--- config.mk ---
export PLATFORM = sky130hd
export DESIGN_NAME = vclk_div_sync
export DESIGN_NICKNAME = d
export VERILOG_FILES = /design/src/rtl/vcd_pkg.sv /design/src/rtl/vcd_regs.sv /design/src/rtl/vcd_hs_edge.sv /design/src/rtl/vcd_lane.sv /design/src/rtl/vclk_div_sync.sv
export SDC_FILE = /design/constraint.sdc
export NUM_CORES = 1
export LEC_CHECK = 0
export BUFFER_PORTS_ARGS = -buffer_cell sky130_fd_sc_hd__buf_4
export CORE_MARGIN = 2
export CORE_UTILIZATION = 33
export DETAILED_ROUTE_END_ITERATION = 10
export HOLD_SLACK_MARGIN = 0.02
export PLACE_DENSITY_LB_ADDON = 0.25
export SLEW_MARGIN = 5
export SYNTH_ARGS = -nofsm -noshare
export SYNTH_HDL_FRONTEND = slang
export SYNTH_SLANG_ARGS = --single-unit
--- constraint.sdc ---
create_clock -name clk -period 3.3 [get_ports clk]
set_clock_uncertainty 0.15 [all_clocks]
set_input_delay 0.33 -clock clk [delete_from_list [all_inputs] [get_ports clk]]
set_output_delay 0.33 -clock clk [all_outputs]
set_load 0.05 [all_outputs]
--- src/rtl/vcd_pkg.sv ---
package vcd_pkg;
  typedef enum logic [1:0] {
    RATE_FULL    = 2'b00,
    RATE_HALF    = 2'b01,
    RATE_QUARTER = 2'b10,
    RATE_SPARE   = 2'b11
  } rate_sel_e;

  localparam int unsigned MAX_HALF = 4;

  // half-period of a lane output in clk cycles
  function automatic int unsigned half_of(input rate_sel_e r);
    case (r)
      RATE_HALF:    half_of = 2;
      RATE_QUARTER: half_of = 4;
      default:      half_of = 1;
    endcase
  endfunction
endpackage

--- src/rtl/vcd_regs.sv ---
module vcd_regs #(
  parameter int unsigned ADDR_W    = 8,
  parameter int unsigned DATA_W    = 8,
  parameter int unsigned NUM_OUT   = 3,
  parameter logic [7:0]  DIV_BASE  = 8'h2C,
  parameter logic [7:0]  CTRL_ADDR = 8'h20,
  parameter logic [7:0]  STD_ADDR  = 8'h21
) (
  input  logic                    clk,
  input  logic                    rst_n,
  input  logic                    wr_en,
  input  logic [ADDR_W-1:0]       wr_addr,
  input  logic [DATA_W-1:0]       wr_data,
  input  logic [ADDR_W-1:0]       rd_addr,
  output logic [DATA_W-1:0]       rd_data,
  output logic [DATA_W-1:0]       ctrl_q,
  output logic [DATA_W-1:0]       std_q,
  output logic [NUM_OUT-1:0][1:0] rate_q
);
  logic [DATA_W-1:0] div_r [NUM_OUT];

  always_ff @(posedge clk or negedge rst_n) begin
    if (!rst_n) begin
      ctrl_q <= '0;
      std_q  <= '0;
    end else if (wr_en) begin
      if (wr_addr == ADDR_W'(CTRL_ADDR)) ctrl_q <= wr_data;
      if (wr_addr == ADDR_W'(STD_ADDR))  std_q  <= wr_data;
    end
  end

  for (genvar g = 0; g < NUM_OUT; g++) begin : g_div
    always_ff @(posedge clk or negedge rst_n) begin
      if (!rst_n) div_r[g] <= '0;
      else if (wr_en && wr_addr == ADDR_W'(DIV_BASE) + ADDR_W'(g))
        div_r[g] <= wr_data;
    end
    assign rate_q[g] = div_r[g][1:0];
  end

  always_comb begin
    rd_data = '0;
    if (rd_addr == ADDR_W'(CTRL_ADDR)) rd_data = ctrl_q;
    if (rd_addr == ADDR_W'(STD_ADDR))  rd_data = std_q;
    for (int i = 0; i < NUM_OUT; i++)
      if (rd_addr == ADDR_W'(DIV_BASE) + ADDR_W'(i)) rd_data = div_r[i];
  end
endmodule

--- src/rtl/vcd_hs_edge.sv ---
module vcd_hs_edge (
  input  logic clk,
  input  logic rst_n,
  input  logic hs_in,
  output logic fall
);
  logic hs_d1, hs_d2;

  always_ff @(posedge clk or negedge rst_n) begin
    if (!rst_n) begin
      hs_d1 <= 1'b0;
      hs_d2 <= 1'b0;
    end else begin
      hs_d1 <= hs_in;
      hs_d2 <= hs_d1;
    end
  end

  assign fall = hs_d2 & ~hs_d1;
endmodule

--- src/rtl/vcd_lane.sv ---
module vcd_lane (
  input  logic       clk,
  input  logic       rst_n,
  input  logic       enable,
  input  logic       realign,
  input  logic [1:0] rate_cfg,
  output logic       clk_o
);
  localparam int unsigned CNT_W = $clog2(vcd_pkg::MAX_HALF);

  vcd_pkg::rate_sel_e act;
  logic [CNT_W-1:0]   cnt;
  logic [CNT_W-1:0]   last;

  always_comb last = CNT_W'(vcd_pkg::half_of(act) - 1);

  always_ff @(posedge clk or negedge rst_n) begin
    if (!rst_n) begin
      act   <= vcd_pkg::RATE_FULL;
      cnt   <= '0;
      clk_o <= 1'b0;
    end else if (!enable) begin
      cnt   <= '0;
      clk_o <= 1'b0;
    end else if (realign) begin
      act   <= vcd_pkg::rate_sel_e'(rate_cfg);
      cnt   <= '0;
      clk_o <= 1'b1;
    end else if (cnt == last) begin
      cnt   <= '0;
      clk_o <= ~clk_o;
    end else begin
      cnt   <= cnt + 1'b1;
    end
  end
endmodule

--- src/rtl/vclk_div_sync.sv ---
module vclk_div_sync #(
  parameter int unsigned NUM_OUT   = 3,
  parameter int unsigned CODE_W    = 6,
  parameter int unsigned ADDR_W    = 8,
  parameter int unsigned DATA_W    = 8,
  parameter int unsigned SRC_BIT   = 1,
  parameter logic [7:0]  DIV_BASE  = 8'h2C,
  parameter logic [7:0]  CTRL_ADDR = 8'h20,
  parameter logic [7:0]  STD_ADDR  = 8'h21
) (
  input  logic               clk,
  input  logic               rst_n,
  input  logic               hsync_in,
  input  logic [CODE_W-1:0]  std_pins,
  input  logic               wr_en,
  input  logic [ADDR_W-1:0]  wr_addr,
  input  logic [DATA_W-1:0]  wr_data,
  input  logic [ADDR_W-1:0]  rd_addr,
  output logic [DATA_W-1:0]  rd_data,
  output logic [NUM_OUT-1:0] clk_out,
  output logic               clk_out_last_oe
);
  logic [DATA_W-1:0]       ctrl_q, std_q;
  logic [NUM_OUT-1:0][1:0] rate_q;
  logic [CODE_W-1:0]       code_sel;
  logic                    enable, hs_fall;

  vcd_regs #(
    .ADDR_W(ADDR_W), .DATA_W(DATA_W), .NUM_OUT(NUM_OUT),
    .DIV_BASE(DIV_BASE), .CTRL_ADDR(CTRL_ADDR), .STD_ADDR(STD_ADDR)
  ) u_regs (
    .clk(clk), .rst_n(rst_n), .wr_en(wr_en), .wr_addr(wr_addr),
    .wr_data(wr_data), .rd_addr(rd_addr), .rd_data(rd_data),
    .ctrl_q(ctrl_q), .std_q(std_q), .rate_q(rate_q)
  );

  vcd_hs_edge u_hs (.clk(clk), .rst_n(rst_n), .hs_in(hsync_in), .fall(hs_fall));

  assign code_sel = ctrl_q[SRC_BIT] ? std_q[CODE_W-1:0] : std_pins;
  assign enable   = |code_sel;

  for (genvar g = 0; g < NUM_OUT; g++) begin : g_lane
    vcd_lane u_lane (
      .clk(clk), .rst_n(rst_n), .enable(enable), .realign(hs_fall),
      .rate_cfg(rate_q[g]), .clk_o(clk_out[g])
    );
  end

  always_ff @(posedge clk or negedge rst_n) begin
    if (!rst_n) clk_out_last_oe <= 1'b0;
    else        clk_out_last_oe <= enable;
  end
endmodule

==> flow_summary.rst <==
.. list-table::
   :header-rows: 1

   * - Metric
     - Value
   * - Run status
     - finished clean
   * - Fmax achieved
     - 371 MHz
   * - Sum of negative setup slack
     - 0 ns
   * - Aggregate global-route resource usage
     - 15.1%
   * - Antenna viol nets, final
     - 0
   * - Portion of the post-synthesis area used by sequential elements
     - 51.4%
   * - Vias in the first global route
     - 2065
   * - Count of pins over their slew limit
     - 0
   * - Startpoint of the worst register-to-register path
     - u_hs.hs_d1$_DFF_PN0_
   * - Cells taking the most area after synthesis
     - sky130_fd_sc_hd__dfrtp_1 51%, sky130_fd_sc_hd__mux2_2 17%, sky130_fd_sc_hd__mux2i_1 2.8%
   * - Initial core utilization
     - 34.2%
   * - List of cells traversed by the critical path
     - buf_4, or4b_4, or4_1, o22ai_1, buf_4
   * - Post-Route WL
     - 6360 um
   * - Final setup vio count
     - 0
   * - Design area
     - 3450 um2
   * - Overflow left after global routing
     - 0
   * - Chip Height
     - 96.5 um
   * - Count of warnings emitted by yosys
     - 0
   * - Initial antenna violation count
     - 0
   * - Combinational power share
     - 19.2%
   * - Post-Synthesis Cell Area
     - 2830 um2
   * - Type of the setup path with the least slack
     - in2out
   * - First-pass DRT Iterations
     - 4
   * - Maximum number of pins on one net before global-route repair
     - 59
   * - Commonest register cell after synthesis
     - sky130_fd_sc_hd__dfrtp_1
   * - Area inside the core boundary
     - 8260 um2
   * - Arrival time at the worst endpoint
     - 2.21 ns
   * - Data required time of the critical path
     - 2.82 ns
   * - Count of unique library cells instantiated by Yosys
     - 32
   * - Per-instance average area after synthesis
     - 12.1 um2
   * - Slew Limit Headroom
     - 50.3%
   * - Sum of net half-perimeters after detailed placement
     - 4310 um
   * - Total number of vias
     - 1994
   * - Number of synthesized flops with an enable pin
     - 0
   * - Violation count after the first detailed-routing iteration
     - 100
   * - Reg power frac
     - 44.9%
   * - Count of unresolved DRC violations after routing
     - 0
   * - Post-Syn Nets
     - 271
   * - Clock edge transition at the registers on the reported setup and hold paths
     - 0.06 ns
   * - First-pass GRT wire length
     - 10400 um
   * - Ratio of final minimum period to clock period
     - 81.6%
   * - Floorplan die area
     - 9320 um2
   * - Critical path buffers and inverters
     - 2
   * - Antenna cell count
     - 0
   * - Synth Instances
     - 234
   * - Critical path startpoint
     - rd_addr[4]
   * - Rows
     - 33
   * - Number of buffers created by CTS
     - 9
   * - Setup repair after global routing missed its margin
     - false
   * - Buffers from clock root to sink, at most
     - 2
   * - Clock root buffer
     - sky130_fd_sc_hd__clkbuf_8
   * - Count of clock tree sinks
     - 58
   * - Fillcell total
     - 812
   * - Routed len/inst
     - 16.3 um
   * - Switching power as a share of total power
     - 27.9%
   * - Flop and latch count out of synthesis
     - 58
   * - Net Sw Power
     - 0.514 mW
   * - Peak VDD IR
     - 196 uV
   * - Cell accounting for the most synthesized area
     - sky130_fd_sc_hd__dfrtp_1
   * - Max stage delay cell, worst path
     - sky130_fd_sc_hd__or4_1
   * - Layout overhead on the synthesized area
     - 22.3%
   * - Fraction of power consumed by the clock network
     - 35.8%
   * - Latest clock arrival within the worst-skew pair
     - 0.34 ns
   * - Layout cell share with drive strength beyond 1
     - 37.2%
   * - Instance area at placement
     - 3240 um2
   * - Ports
     - 46
   * - Transition time of the tightest slew-check pin
     - 0.746 ns
   * - Drt via density
     - 5.11
   * - Critical path endpoint category
     - output port
   * - Final weighted congestion in routability-driven placement
     - 0.786
   * - Asr flop ratio synth
     - 100%
   * - Crit-path max FO
     - 11
   * - Crit path top cell by count
     - sky130_fd_sc_hd__buf_4
   * - Fin nets
     - 317
   * - Hold path start
     - wr_data[7]
   * - Kind of launch point of the worst setup path
     - input port
   * - Total power per unit cell area
     - 534 nW/um2
   * - Number of port buffers
     - 45
   * - Class of the tightest hold or removal check
     - in2reg
   * - Delay of the slowest cell on the worst path
     - 0.62 ns
   * - Leak pwr
     - 1.60 nW
   * - CTS H-Tree Depth
     - 3
   * - Final count of hold timing violations
     - 0
   * - CP top delay family
     - simple AND/OR/NAND/NOR gates
   * - Fraction of synthesized cell area taken by the top area cell type
     - 51.4%
   * - Die span in x
     - 96.5 um
   * - TritonCTS clock tree
     - built
   * - Count of maximum capacitance violations
     - 0
   * - Post-route minimum period
     - 2.69 ns
   * - Internal
     - 1.33 mW
sequential cells by signal, summed over array words and instances, names as in the netlist:
signal               count
clk_out_last_oe          1
g_lane.u_lane.act        6
g_lane.u_lane.clk_o      3
g_lane.u_lane.cnt        6
u_hs.hs_d1               1
u_hs.hs_d2               1
u_regs.ctrl_q            8
u_regs.div_r            18
u_regs.rate_q            6
u_regs.std_q             8
worst register-to-register path, delay by kind of cell, from the launching register on:
family	cells	cell delay (ns)
simple gates	2	0.74
flops	1	0.38
mux	1	0.36
cell type report:
cell class	instances	area, um2	area share, %
flip-flops and latches	58	1450	42.0
multi-input cells	157	1280	37.1
repair buffers	49	373	10.8
clock buffers	14	163	4.71
well taps	105	131	3.80
clock inverters	2	35.0	1.01
inverters	5	18.8	0.543
repair_timing:
action                    in CTS  in global routing
hold endpoints to repair      59                  0
hold buffers                   2                  0
gates resized for setup        0                  0
buffers inserted               0                  0
per-layer routing:
layer | routed length, um | track usage [%] | vias to the layer above
met4 | 135 | 7.51 | 0
met1 | 3120 | 21.0 | 997
li1 | - | - | 952
met3 | 179 | 3.18 | 12
met2 | 2930 | 22.2 | 33
met5 | 0 | 0 | -
path summary, 6_finish.rpt:
check | end | slack (ns) | depth (start not counted)
min in group asynchronous | u_hs.hs_d1$_DFF_PN0_ | 0.44 | 2
max in group asynchronous | u_regs.std_q[0]$_DFFE_PN0P_ | 2.05 | 2
max reg2reg | g_lane[2].u_lane.act[0]$_DFFE_PN0P_ | 1.55 | 3
max | rd_data[5] | 0.61 | 5
min reg2reg | u_hs.hs_d2$_DFF_PN0_ | 0.25 | 0
min | u_regs.ctrl_q[7]$_DFFE_PN0P_ | 0.09 | 2
power groups by stage:
stage	clock network [mW]	logic (mW)	registers, mW
floorplan	0	0.275	0.833
global placement	0	0.351	0.840
detailed placement	0	0.356	0.842
CTS	0.674	0.360	0.829
global route	0.705	0.389	0.839
finish	0.661	0.355	0.829
placed cells by master, fill, tap and decap left out, types with 3 or more instances in the layout:
cell type	n
sky130_fd_sc_hd__mux2_2	42
sky130_fd_sc_hd__o22ai_1	8
sky130_fd_sc_hd__ha_1	3
sky130_fd_sc_hd__nand2_1	7
sky130_fd_sc_hd__mux2i_1	8
sky130_fd_sc_hd__dfrtp_1	58
sky130_fd_sc_hd__nor4_1	8
sky130_fd_sc_hd__nor2b_1	10
sky130_fd_sc_hd__buf_4	47
sky130_fd_sc_hd__a21oi_1	11
sky130_fd_sc_hd__inv_1	5
sky130_fd_sc_hd__or4_1	9
sky130_fd_sc_hd__clkbuf_8	11
sky130_fd_sc_hd__clkbuf_1	3
sky130_fd_sc_hd__mux2_1	4
sky130_fd_sc_hd__nor3b_1	3
sky130_fd_sc_hd__xnor2_1	9
sky130_fd_sc_hd__xor2_1	3
sky130_fd_sc_hd__a32oi_1	8
sky130_fd_sc_hd__nor2_1	13
kinds of logic after synthesis:
kind of cell               share of synthesized area [%]
AOI/OAI and AO/OA                                   6.20
xor gates and xnor gates                            3.72
adders and majority gates                           1.33
buffers and inverters                               3.23
DFF                                                 51.4
muxes                                               21.2
and+or+nand+nor                                     13.0
per-stage QoR:
stage | hold slack, ns | std cells | setup slack [ns] | total power, mW | utilization (%)
finish | 0.0883 | 390 | 0.607 | 1.84 | 41.8
global route | 0.102 | 390 | 0.543 | 1.93 | 41.8
CTS | 0.0869 | 390 | 0.617 | 1.86 | 41.8
detailed placement | 0.235 | 372 | 0.617 | 1.20 | 39.2
global placement | 0.230 | 372 | 0.635 | 1.19 | 39.2
floorplan | -0.116 | 234 | 0.497 | 1.11 | -
Yosys cell counts, types with 4 or more instances:
library cell / number
sky130_fd_sc_hd__dfrtp_1: 58
sky130_fd_sc_hd__mux2_2: 42
sky130_fd_sc_hd__nor2_1: 13
sky130_fd_sc_hd__a21oi_1: 11
sky130_fd_sc_hd__nor2b_1: 10
sky130_fd_sc_hd__or4_1: 9
sky130_fd_sc_hd__xnor2_1: 9
sky130_fd_sc_hd__a32oi_1: 8
sky130_fd_sc_hd__mux2i_1: 8
sky130_fd_sc_hd__nor4_1: 8
sky130_fd_sc_hd__o22ai_1: 8
sky130_fd_sc_hd__nand2_1: 7
sky130_fd_sc_hd__clkbuf_1: 5
sky130_fd_sc_hd__inv_1: 5
sky130_fd_sc_hd__buf_1: 4
sky130_fd_sc_hd__mux2_1: 4
(Power assumes the default switching activity.)
